## src/rtl/sb_pkg.sv

```systemverilog
package sb_pkg;
  timeunit 1ns; timeprecision 1ps;

  localparam logic [2:0] CLS_MEM  = 3'd0;
  localparam logic [2:0] CLS_INT  = 3'd1;
  localparam logic [2:0] CLS_FMUL = 3'd2;
  localparam logic [2:0] CLS_FDIV = 3'd3;
  localparam logic [2:0] CLS_FADD = 3'd4;

  typedef enum logic [1:0] {PH_IDLE, PH_WAIT, PH_EXEC, PH_DONE} phase_e;

  // Units are laid out class by class in code order.
  function automatic logic [2:0] class_of_unit(input int i, input int n_mem,
      input int n_int, input int n_fmul, input int n_fdiv);
    if (i < n_mem) return CLS_MEM;
    if (i < n_mem + n_int) return CLS_INT;
    if (i < n_mem + n_int + n_fmul) return CLS_FMUL;
    if (i < n_mem + n_int + n_fmul + n_fdiv) return CLS_FDIV;
    return CLS_FADD;
  endfunction

  function automatic int exec_cycles(input logic [2:0] cls, input int l_mem,
      input int l_int, input int l_fmul, input int l_fdiv, input int l_fadd,
      input int mem_extra);
    case (cls)
      CLS_MEM:  return l_mem + mem_extra;
      CLS_INT:  return l_int;
      CLS_FMUL: return l_fmul;
      CLS_FDIV: return l_fdiv;
      default:  return l_fadd;
    endcase
  endfunction
endpackage

```

## src/rtl/sb_first_pick.sv

```systemverilog
module sb_first_pick #(
  parameter int N  = 8,
  parameter int IW = 3
) (
  input  logic [N-1:0]  req,
  output logic          found,
  output logic [IW-1:0] idx
);
  timeunit 1ns; timeprecision 1ps;
  always_comb begin
    found = 1'b0;
    idx   = '0;
    for (int i = N - 1; i >= 0; i--) begin
      if (req[i]) begin
        found = 1'b1;
        idx   = IW'(i);
      end
    end
  end
endmodule

```

## src/rtl/sb_exec_timer.sv

```systemverilog
module sb_exec_timer #(
  parameter int TW = 4
) (
  input  logic          clk,
  input  logic          rst_n,
  input  logic          start,
  input  logic [TW-1:0] load,
  output logic          finish
);
  timeunit 1ns; timeprecision 1ps;
  logic [TW-1:0] cnt_q;
  always_ff @(posedge clk) begin
    if (!rst_n)               cnt_q <= '0;
    else if (start)           cnt_q <= load;
    else if (cnt_q != '0)     cnt_q <= cnt_q - TW'(1);
  end
  assign finish = (cnt_q == TW'(1));
endmodule

```

## src/rtl/scoreboard_ctrl.sv

```systemverilog
module scoreboard_ctrl import sb_pkg::*; #(
  parameter int NREG      = 32,
  parameter int N_MEM     = 2,
  parameter int N_INT     = 2,
  parameter int N_FMUL    = 2,
  parameter int N_FDIV    = 1,
  parameter int N_FADD    = 1,
  parameter int LAT_MEM   = 2,
  parameter int LAT_INT   = 1,
  parameter int LAT_FMUL  = 4,
  parameter int LAT_FDIV  = 6,
  parameter int LAT_FADD  = 2,
  parameter int MEM_EXTRA = 1
) (
  input  logic clk,
  input  logic rst_n,
  input  logic cfg_flag_merge,
  input  logic in_valid,
  input  logic [2:0] in_op,
  input  logic in_nodst,
  input  logic [$clog2(NREG)-1:0] in_dst,
  input  logic [$clog2(NREG)-1:0] in_src1,
  input  logic [$clog2(NREG)-1:0] in_src2,
  output logic in_ready,
  output logic rd_valid,
  output logic [$clog2(N_MEM+N_INT+N_FMUL+N_FDIV+N_FADD)-1:0] rd_unit,
  output logic [$clog2(NREG)-1:0] rd_src1,
  output logic [$clog2(NREG)-1:0] rd_src2,
  output logic wb_valid,
  output logic [$clog2(N_MEM+N_INT+N_FMUL+N_FDIV+N_FADD)-1:0] wb_unit,
  output logic [$clog2(NREG)-1:0] wb_reg,
  output logic wb_has_dst
);
  timeunit 1ns; timeprecision 1ps;

  localparam int NFU = N_MEM + N_INT + N_FMUL + N_FDIV + N_FADD;
  localparam int UW  = $clog2(NFU);
  localparam int RW  = $clog2(NREG);
  localparam int QW  = $clog2(NFU + 1);
  localparam int SW  = UW + 1;
  localparam int TW  = $clog2(LAT_MEM + MEM_EXTRA + LAT_INT + LAT_FMUL + LAT_FDIV + LAT_FADD + 1);

  // Unit status
  logic [NFU-1:0] busy_q, rj_q, rk_q, nodst_q;
  phase_e         ph_q  [NFU];
  logic [RW-1:0]  fi_q  [NFU];
  logic [RW-1:0]  fj_q  [NFU];
  logic [RW-1:0]  fk_q  [NFU];
  logic [QW-1:0]  qj_q  [NFU];
  logic [QW-1:0]  qk_q  [NFU];
  logic [SW-1:0]  seq_q [NFU];
  // Register result status: 0 = no writer, else unit index + 1
  logic [QW-1:0]  regstat_q [NREG];
  logic [SW-1:0]  iss_seq_q, ret_seq_q;
  logic           upd_pend_q;
  logic [QW-1:0]  upd_tag_q;

  // Named events
  logic [NFU-1:0] iss_req, rd_req, wb_req, war_blk, tmr_fin;
  logic           iss_found, issue_fire, rd_fire, wb_fire, waw_hit, cls_ok;
  logic [UW-1:0]  iss_idx, rd_idx, wb_idx;
  logic           flag_clr_en;
  logic [QW-1:0]  flag_clr_tag, wb_tag, src1_tag, src2_tag;

  function automatic logic [QW-1:0] unit_tag(input logic [UW-1:0] u);
    return QW'(u) + QW'(1);
  endfunction

  for (genvar g = 0; g < NFU; g++) begin : g_unit
    localparam logic [2:0] UCLS = class_of_unit(g, N_MEM, N_INT, N_FMUL, N_FDIV);
    assign iss_req[g] = !busy_q[g] && (UCLS == in_op);
    assign rd_req[g]  = busy_q[g] && (ph_q[g] == PH_WAIT) && rj_q[g] && rk_q[g];
    assign wb_req[g]  = busy_q[g] && (ph_q[g] == PH_DONE) &&
                        (seq_q[g] == ret_seq_q) && !war_blk[g];
    sb_exec_timer #(.TW(TW)) u_tmr (
      .clk(clk), .rst_n(rst_n),
      .start(rd_fire && (rd_idx == UW'(g))),
      .load(TW'(exec_cycles(UCLS, LAT_MEM, LAT_INT, LAT_FMUL, LAT_FDIV, LAT_FADD, MEM_EXTRA))),
      .finish(tmr_fin[g]));
  end

  // WAR: hold a write while an older reader still needs the old value
  always_comb begin
    for (int i = 0; i < NFU; i++) begin
      war_blk[i] = 1'b0;
      for (int j = 0; j < NFU; j++) begin
        if (j != i && busy_q[j] &&
            ((fj_q[j] == fi_q[i] && rj_q[j]) || (fk_q[j] == fi_q[i] && rk_q[j])))
          war_blk[i] = 1'b1;
      end
      if (nodst_q[i]) war_blk[i] = 1'b0;
    end
  end

  sb_first_pick #(.N(NFU), .IW(UW)) u_pick_iss (.req(iss_req), .found(iss_found), .idx(iss_idx));
  sb_first_pick #(.N(NFU), .IW(UW)) u_pick_rd  (.req(rd_req),  .found(rd_fire),   .idx(rd_idx));
  sb_first_pick #(.N(NFU), .IW(UW)) u_pick_wb  (.req(wb_req),  .found(wb_fire),   .idx(wb_idx));

  assign cls_ok     = (in_op <= CLS_FADD);
  assign waw_hit    = !in_nodst && (regstat_q[in_dst] != '0);
  assign in_ready   = cls_ok && iss_found && !waw_hit;
  assign issue_fire = in_valid && in_ready;
  assign wb_tag     = unit_tag(wb_idx);

  assign flag_clr_en  = cfg_flag_merge ? wb_fire : upd_pend_q;
  assign flag_clr_tag = cfg_flag_merge ? wb_tag  : upd_tag_q;

  // A source whose producer writes back this very cycle is ready when merged
  always_comb begin
    src1_tag = regstat_q[in_src1];
    src2_tag = regstat_q[in_src2];
    if (cfg_flag_merge && wb_fire && src1_tag == wb_tag) src1_tag = '0;
    if (cfg_flag_merge && wb_fire && src2_tag == wb_tag) src2_tag = '0;
  end

  always_ff @(posedge clk) begin
    if (!rst_n) begin
      busy_q <= '0; rj_q <= '0; rk_q <= '0; nodst_q <= '0;
      for (int i = 0; i < NFU; i++) begin
        ph_q[i] <= PH_IDLE; fi_q[i] <= '0; fj_q[i] <= '0; fk_q[i] <= '0;
        qj_q[i] <= '0; qk_q[i] <= '0; seq_q[i] <= '0;
      end
    end else begin
      for (int i = 0; i < NFU; i++) begin
        if (issue_fire && iss_idx == UW'(i)) begin
          busy_q[i] <= 1'b1;  ph_q[i] <= PH_WAIT;  nodst_q[i] <= in_nodst;
          fi_q[i] <= in_dst;  fj_q[i] <= in_src1;  fk_q[i] <= in_src2;
          qj_q[i] <= src1_tag; qk_q[i] <= src2_tag;
          rj_q[i] <= (src1_tag == '0); rk_q[i] <= (src2_tag == '0);
          seq_q[i] <= iss_seq_q;
        end else begin
          if (flag_clr_en && qj_q[i] == flag_clr_tag) begin qj_q[i] <= '0; rj_q[i] <= 1'b1; end
          if (flag_clr_en && qk_q[i] == flag_clr_tag) begin qk_q[i] <= '0; rk_q[i] <= 1'b1; end
          if (rd_fire && rd_idx == UW'(i)) begin
            rj_q[i] <= 1'b0; rk_q[i] <= 1'b0; ph_q[i] <= PH_EXEC;
          end
          if (tmr_fin[i] && ph_q[i] == PH_EXEC) ph_q[i] <= PH_DONE;
          if (wb_fire && wb_idx == UW'(i)) begin
            busy_q[i] <= 1'b0; ph_q[i] <= PH_IDLE;
          end
        end
      end
    end
  end

  always_ff @(posedge clk) begin
    if (!rst_n) begin
      for (int r = 0; r < NREG; r++) regstat_q[r] <= '0;
      iss_seq_q <= '0; ret_seq_q <= '0; upd_pend_q <= 1'b0; upd_tag_q <= '0;
    end else begin
      if (wb_fire && !nodst_q[wb_idx]) regstat_q[fi_q[wb_idx]] <= '0;
      if (issue_fire && !in_nodst) regstat_q[in_dst] <= unit_tag(iss_idx);
      if (issue_fire) iss_seq_q <= iss_seq_q + SW'(1);
      if (wb_fire)    ret_seq_q <= ret_seq_q + SW'(1);
      upd_pend_q <= wb_fire && !cfg_flag_merge;
      upd_tag_q  <= wb_tag;
    end
  end

  assign rd_valid   = rd_fire;
  assign rd_unit    = rd_idx;
  assign rd_src1    = fj_q[rd_idx];
  assign rd_src2    = fk_q[rd_idx];
  assign wb_valid   = wb_fire;
  assign wb_unit    = wb_idx;
  assign wb_reg     = fi_q[wb_idx];
  assign wb_has_dst = !nodst_q[wb_idx];
endmodule

```

## config.mk

```make
export PLATFORM = sky130hd
export DESIGN_NAME = scoreboard_ctrl
export DESIGN_NICKNAME = d
export VERILOG_FILES = /design/src/rtl/sb_pkg.sv /design/src/rtl/sb_first_pick.sv /design/src/rtl/sb_exec_timer.sv /design/src/rtl/scoreboard_ctrl.sv
export SDC_FILE = /design/constraint.sdc
export NUM_CORES = 1
export LEC_CHECK = 0
export BUFFER_PORTS_ARGS = -buffer_cell sky130_fd_sc_hd__buf_2
export CAP_MARGIN = 10
export CORE_ASPECT_RATIO = 1.1
export CORE_UTILIZATION = 45
export CTS_BUF_LIST = sky130_fd_sc_hd__clkbuf_16
export DETAILED_ROUTE_END_ITERATION = 7
export PLACE_DENSITY = 0.73
export SLEW_MARGIN = 20
export SYNTH_ARGS = -nofsm -noshare
export SYNTH_HDL_FRONTEND = slang
export SYNTH_SLANG_ARGS = --single-unit
```

## constraint.sdc

```tcl
create_clock -name clk -period 4.75 [get_ports clk]
set_input_delay 0.475 -clock clk [delete_from_list [all_inputs] [get_ports clk]]
set_output_delay 0.475 -clock clk [all_outputs]
set_load 0.03 [all_outputs]
```

==> summary by stage <==
Setup path
The critical register-to-register path startpoint is fi_q[2][2]. The register-to-register path setup slack is -0.12 ns. Along the worst path, the maximum fanout reaches 8. The endpoint class of the critical path is a flip-flop. Data on the critical path is required at its endpoint by 5.00 ns. The length in cells of the worst reg-to-reg path is 21.

The endpoint identified for the worst register-to-register timing path is regstat_q[26][3]. The data arrival time of the worst path is 5.12 ns. STA classifies the critical path startpoint as a flip-flop. The type of the worst setup path is flip-flop to flip-flop.

Power
The fraction of power consumed by sequential logic is 42.1%. Per report_power, the combinational group accounts for 23.4% of the total. The design draws 11.3 mW. The cell area power density is 292 nW/um2. The switching share of power is 30.7%. Summed over all cells, the static leakage comes to 15.5 nW. The cell-internal power is 7.82 mW. The clock network is responsible for 34.5% of the overall power. The worst-case IR drop observed on VDD is 290 uV. In this run the power spent charging and discharging nets is 3.46 mW.

STA
The maximum operating frequency is 205 MHz. For the pin with the worst max-slew slack, the measured transition is 1.06 ns. The final critical-path share of the clock period is 103%. Across the routed clock network, the largest skew measured is 0.0421 ns. The tightest slew margin relative to the limit is 29.2%. Setup repair after global routing could not meet its margin everywhere.

The post-layout worst setup margin is -0.123 ns. The worst-case hold slack is 0.227 ns. The total count of hold-check failures in the final report was 0.

The time the final worst path needs with I/O delays and setup is 4.87 ns. The number of pins exceeding their max-slew limit in the final report is 0. The total setup violations reported at the end of the flow is 55.

Global route
The first-pass GRT wire length is 173 mm. The remaining global-route overflow is 0. The number of global-route vias before repair was 27.0k. Entering global routing, the biggest net connects 72 pins. Global routing consumed, over all layers together, 33.3% of the routing resources.

The initial antenna violation count is 4.

Routing
The DRC violation count after routing is 0. The final route contains 27.9k vias. The total wire length is 119 mm. The number of DRC violations after detailed-routing iteration 0 is 4225. The pre-antenna-repair detailed-routing pass consisted of 6 iterations. The post-detailed-route wirelength per cell is 26.6 um.

The count of nets left with antenna violations once routing finished came out at 0. After detailed routing, the number of vias per cell comes to 6.22.

Clock tree
The later pin in the worst-skew pair is clocked with a latency of 0.64 ns. The clock transition at the registers of the reported paths is 0.06 ns. TritonCTS built the clock tree. The number of buffers inserted during clock tree synthesis is 49. The number of clock sinks is 445.

Hold repair after CTS inserted 0 buffers. CTS placed an instance of clkbuf_16 at the clock tree root. No sink is reached through more buffers than the 3 on the longest clock path. The number of H-tree levels is 2.

Logic synthesis
The synthesized design contains 445 register bits. The dominant register cell in the synthesized netlist is edfxtp_1. The largest area contributor in the netlist is edfxtp_1. Yosys printed 0 warnings. After synthesis, the cell types taking the most area are edfxtp_1, xor2_1, mux4_2. For this run, the register share of the synthesized area comes to 40.4%. The average instance in the mapped netlist occupies 9.82 um2. Of all flip-flops after synthesis, the portion carrying an async set or reset was 0%. The number of synthesized flops with an enable pin is 360.

The synthesized design devotes to its leading area cell type 34.9% of total area. After synthesis, the netlist uses 90 different library cells. The summed instance area of the synthesized netlist is 31000 um2. Synthesis produced a netlist whose cell count is 3155. Counting every net in the synthesized netlist gives 3210.

Floorplanning
The top-level I/O count is 48. The area enclosed by the die boundary is 69900 um2. The horizontal die dimension is 252 um. The core area is 67900 um2.

Once the floorplan was initialized, standard cells occupied 45.6% of the core. After floorplanning, the core was divided into 100 placement rows. The height of the chip is 277 um.

Hold path
The worst hold path startpoint is cfg_flag_merge. The depth of the worst hold-timing path is 2. The tightest min-delay check is of the primary input to flip-flop type.

The worst hold path terminates at upd_pend_q.

Finish
The library cells used most frequently in the layout, excluding fill and tap cells, are buf_4, xor2_1, nor2_1, edfxtp_1, nand2_1. The most frequent standard cell in the layout excluding fill and tap cells is buf_4. Of the cells placed in the final design, the portion with a size suffix greater than 1 is 27.2%. The final-layout fill cell count is 5566.

For this run, the post-layout net count is 3589. The area overhead of the layout relative to synthesis is 24.8%.

Placement
The number of buffer cells added on primary ports is 47. Routability-driven placement finished with a final weighted congestion of 1.14. After legalization and detailed placement, the total HPWL measured 84.4 mm.

Flow run
Max-cap violations in this run came to 0.

Run status
The flow ran to the end, but the final reports show violations. The checks that failed: setup timing.
[kinds of logic after synthesis]
family / count (synthesis) / synth area share (%)
compound gates: 305 / 7.34
xor+xnor: 667 / 18.9
fa+ha+maj: 32 / 1.29
buf+inv: 397 / 6.20
flops: 445 / 40.4
mux: 115 / 7.25
simple gates: 1194 / 18.7
[power by group through the flow]
stage               clock [mW]  combinational (mW)  sequential (mW)
finish                    3.90                2.64             4.75
global route              4.03                2.82             4.78
CTS                       3.89                2.53             4.74
detailed placement           0                2.47             4.82
global placement             0                2.42             4.82
floorplan                    0                1.71             4.72
[metal layers]
metal | vias up | global-route usage (%) | wire length (um)
li1 | 11922 | - | -
met3 | 507 | 7.86 | 15600
met1 | 13409 | 42.7 | 43100
met4 | 4 | 20.1 | 8800
met5 | - | 0 | 22
met2 | 2086 | 50.9 | 51900
[cell usage after synthesis (5+ instances only)]
master / n
o22ai_1: 16
and2_1: 38
dfxtp_1: 85
o211ai_1: 17
a211oi_1: 8
o221ai_2: 6
nand2b_1: 25
nor4_1: 149
nor3b_1: 5
buf_1: 13
mux4_2: 87
inv_1: 79
xor2_1: 474
o32ai_1: 8
o21ai_0: 62
nor2_1: 395
a31oi_1: 9
nor2b_1: 9
mux2_2: 5
nand2_1: 214
a21o_1: 9
mux2i_1: 23
xnor2_1: 193
or2_2: 16
nand3_1: 168
nor3_1: 65
nand4b_1: 7
nand3b_1: 6
buf_2: 133
o221ai_1: 43
a211o_1: 11
buf_4: 38
o21ai_1: 5
o41ai_1: 5
and3_1: 10
nand4_1: 45
ha_1: 32
edfxtp_1: 360
clkbuf_1: 114
or3_1: 8
buf_6: 16
a21oi_1: 47
[state kept, by name, indices dropped and copies added (netlist names)]
signal,count
nodst_q,8
fk_q,40
ret_seq_q,4
fj_q,40
rj_q,8
rk_q,8
regstat_q,128
g_unit.u_tmr.cnt_q,40
iss_seq_q,4
busy_q,8
fi_q,40
seq_q,32
qk_q,32
upd_pend_q,1
upd_tag_q,4
ph_q,16
qj_q,32
[timing repair]
| action | in CTS | in global routing |
|---|---|---|
| gates cloned | 1 | 1 |
| buffers inserted | 32 | 23 |
| gates resized for setup | 73 | 122 |
| endpoints found under the setup margin | 213 | 244 |
| pin swaps | 19 | 62 |
[per-stage QoR]
| stage | util [%] | instances | setup WS (ns) | setup TNS, ns | area (um2) |
|---|---|---|---|---|---|
| 2_1_floorplan | - | 3155 | -0.0164 | -0.229 | 31000 |
| 3_3_place_gp | 52.4 | 4346 | -0.474 | -41.23 | 35600 |
| 3_5_place_dp | 52.4 | 4346 | -0.537 | -44.77 | 35600 |
| 4_1_cts | 55.7 | 4467 | -0.0288 | -0.0418 | 37800 |
| 5_1_grt | 56.9 | 4492 | -0.224 | -16.59 | 38700 |
| 6_report | 56.9 | 4493 | -0.123 | -2.36 | 38700 |
[worst max-delay path, stage by stage, from the launching register on]
cell and delay [ns]:
edfxtp_1 0.37, buf_4 0.20, buf_4 0.16, buf_12 0.13
xor2_1 0.13, nor4_1 0.30, nand3_1 0.14, nand4_1 0.19
nor4_4 0.08, buf_4 0.14, a21o_1 0.20, a221o_2 0.36
a21oi_4 0.25, buf_12 0.17, buf_8 0.13, nand2b_1 0.07
a32oi_2 0.22, o41ai_4 0.12, buf_4 0.17, nand4b_1 0.26
buf_4 0.29, o221ai_1 0.40
[layout make-up]
| type | instances | area, um2 | area share, % |
|---|---|---|---|
| tap | 918 | 1150 | 2.97 |
| inverter | 83 | 312 | 0.806 |
| clock buffer | 49 | 1230 | 3.17 |
| clock inverter | 41 | 395 | 1.02 |
| timing repair buffer | 642 | 5610 | 14.5 |
| multi-input combinational | 2313 | 17500 | 45.1 |
| sequential | 445 | 12500 | 32.4 |
| antenna | 2 | 5.00 | 0.0129 |
[worst max-delay path by stage]
stage	start	to	slack (ns)
floorplan	fi_q[4][3]	qk_q[0][4]	-0.02
global placement	fk_q[5][4]	qk_q[1][8]	-0.47
detailed placement	fk_q[5][4]	qj_q[0][5]	-0.54
CTS	fi_q[3][3]	wb_reg[4]	-0.03
global route	seq_q[1][12]	regstat_q[26][3]	-0.22
finish	fi_q[2][2]	regstat_q[26][3]	-0.12
No activity file was read; power rests on OpenSTA's default activity.
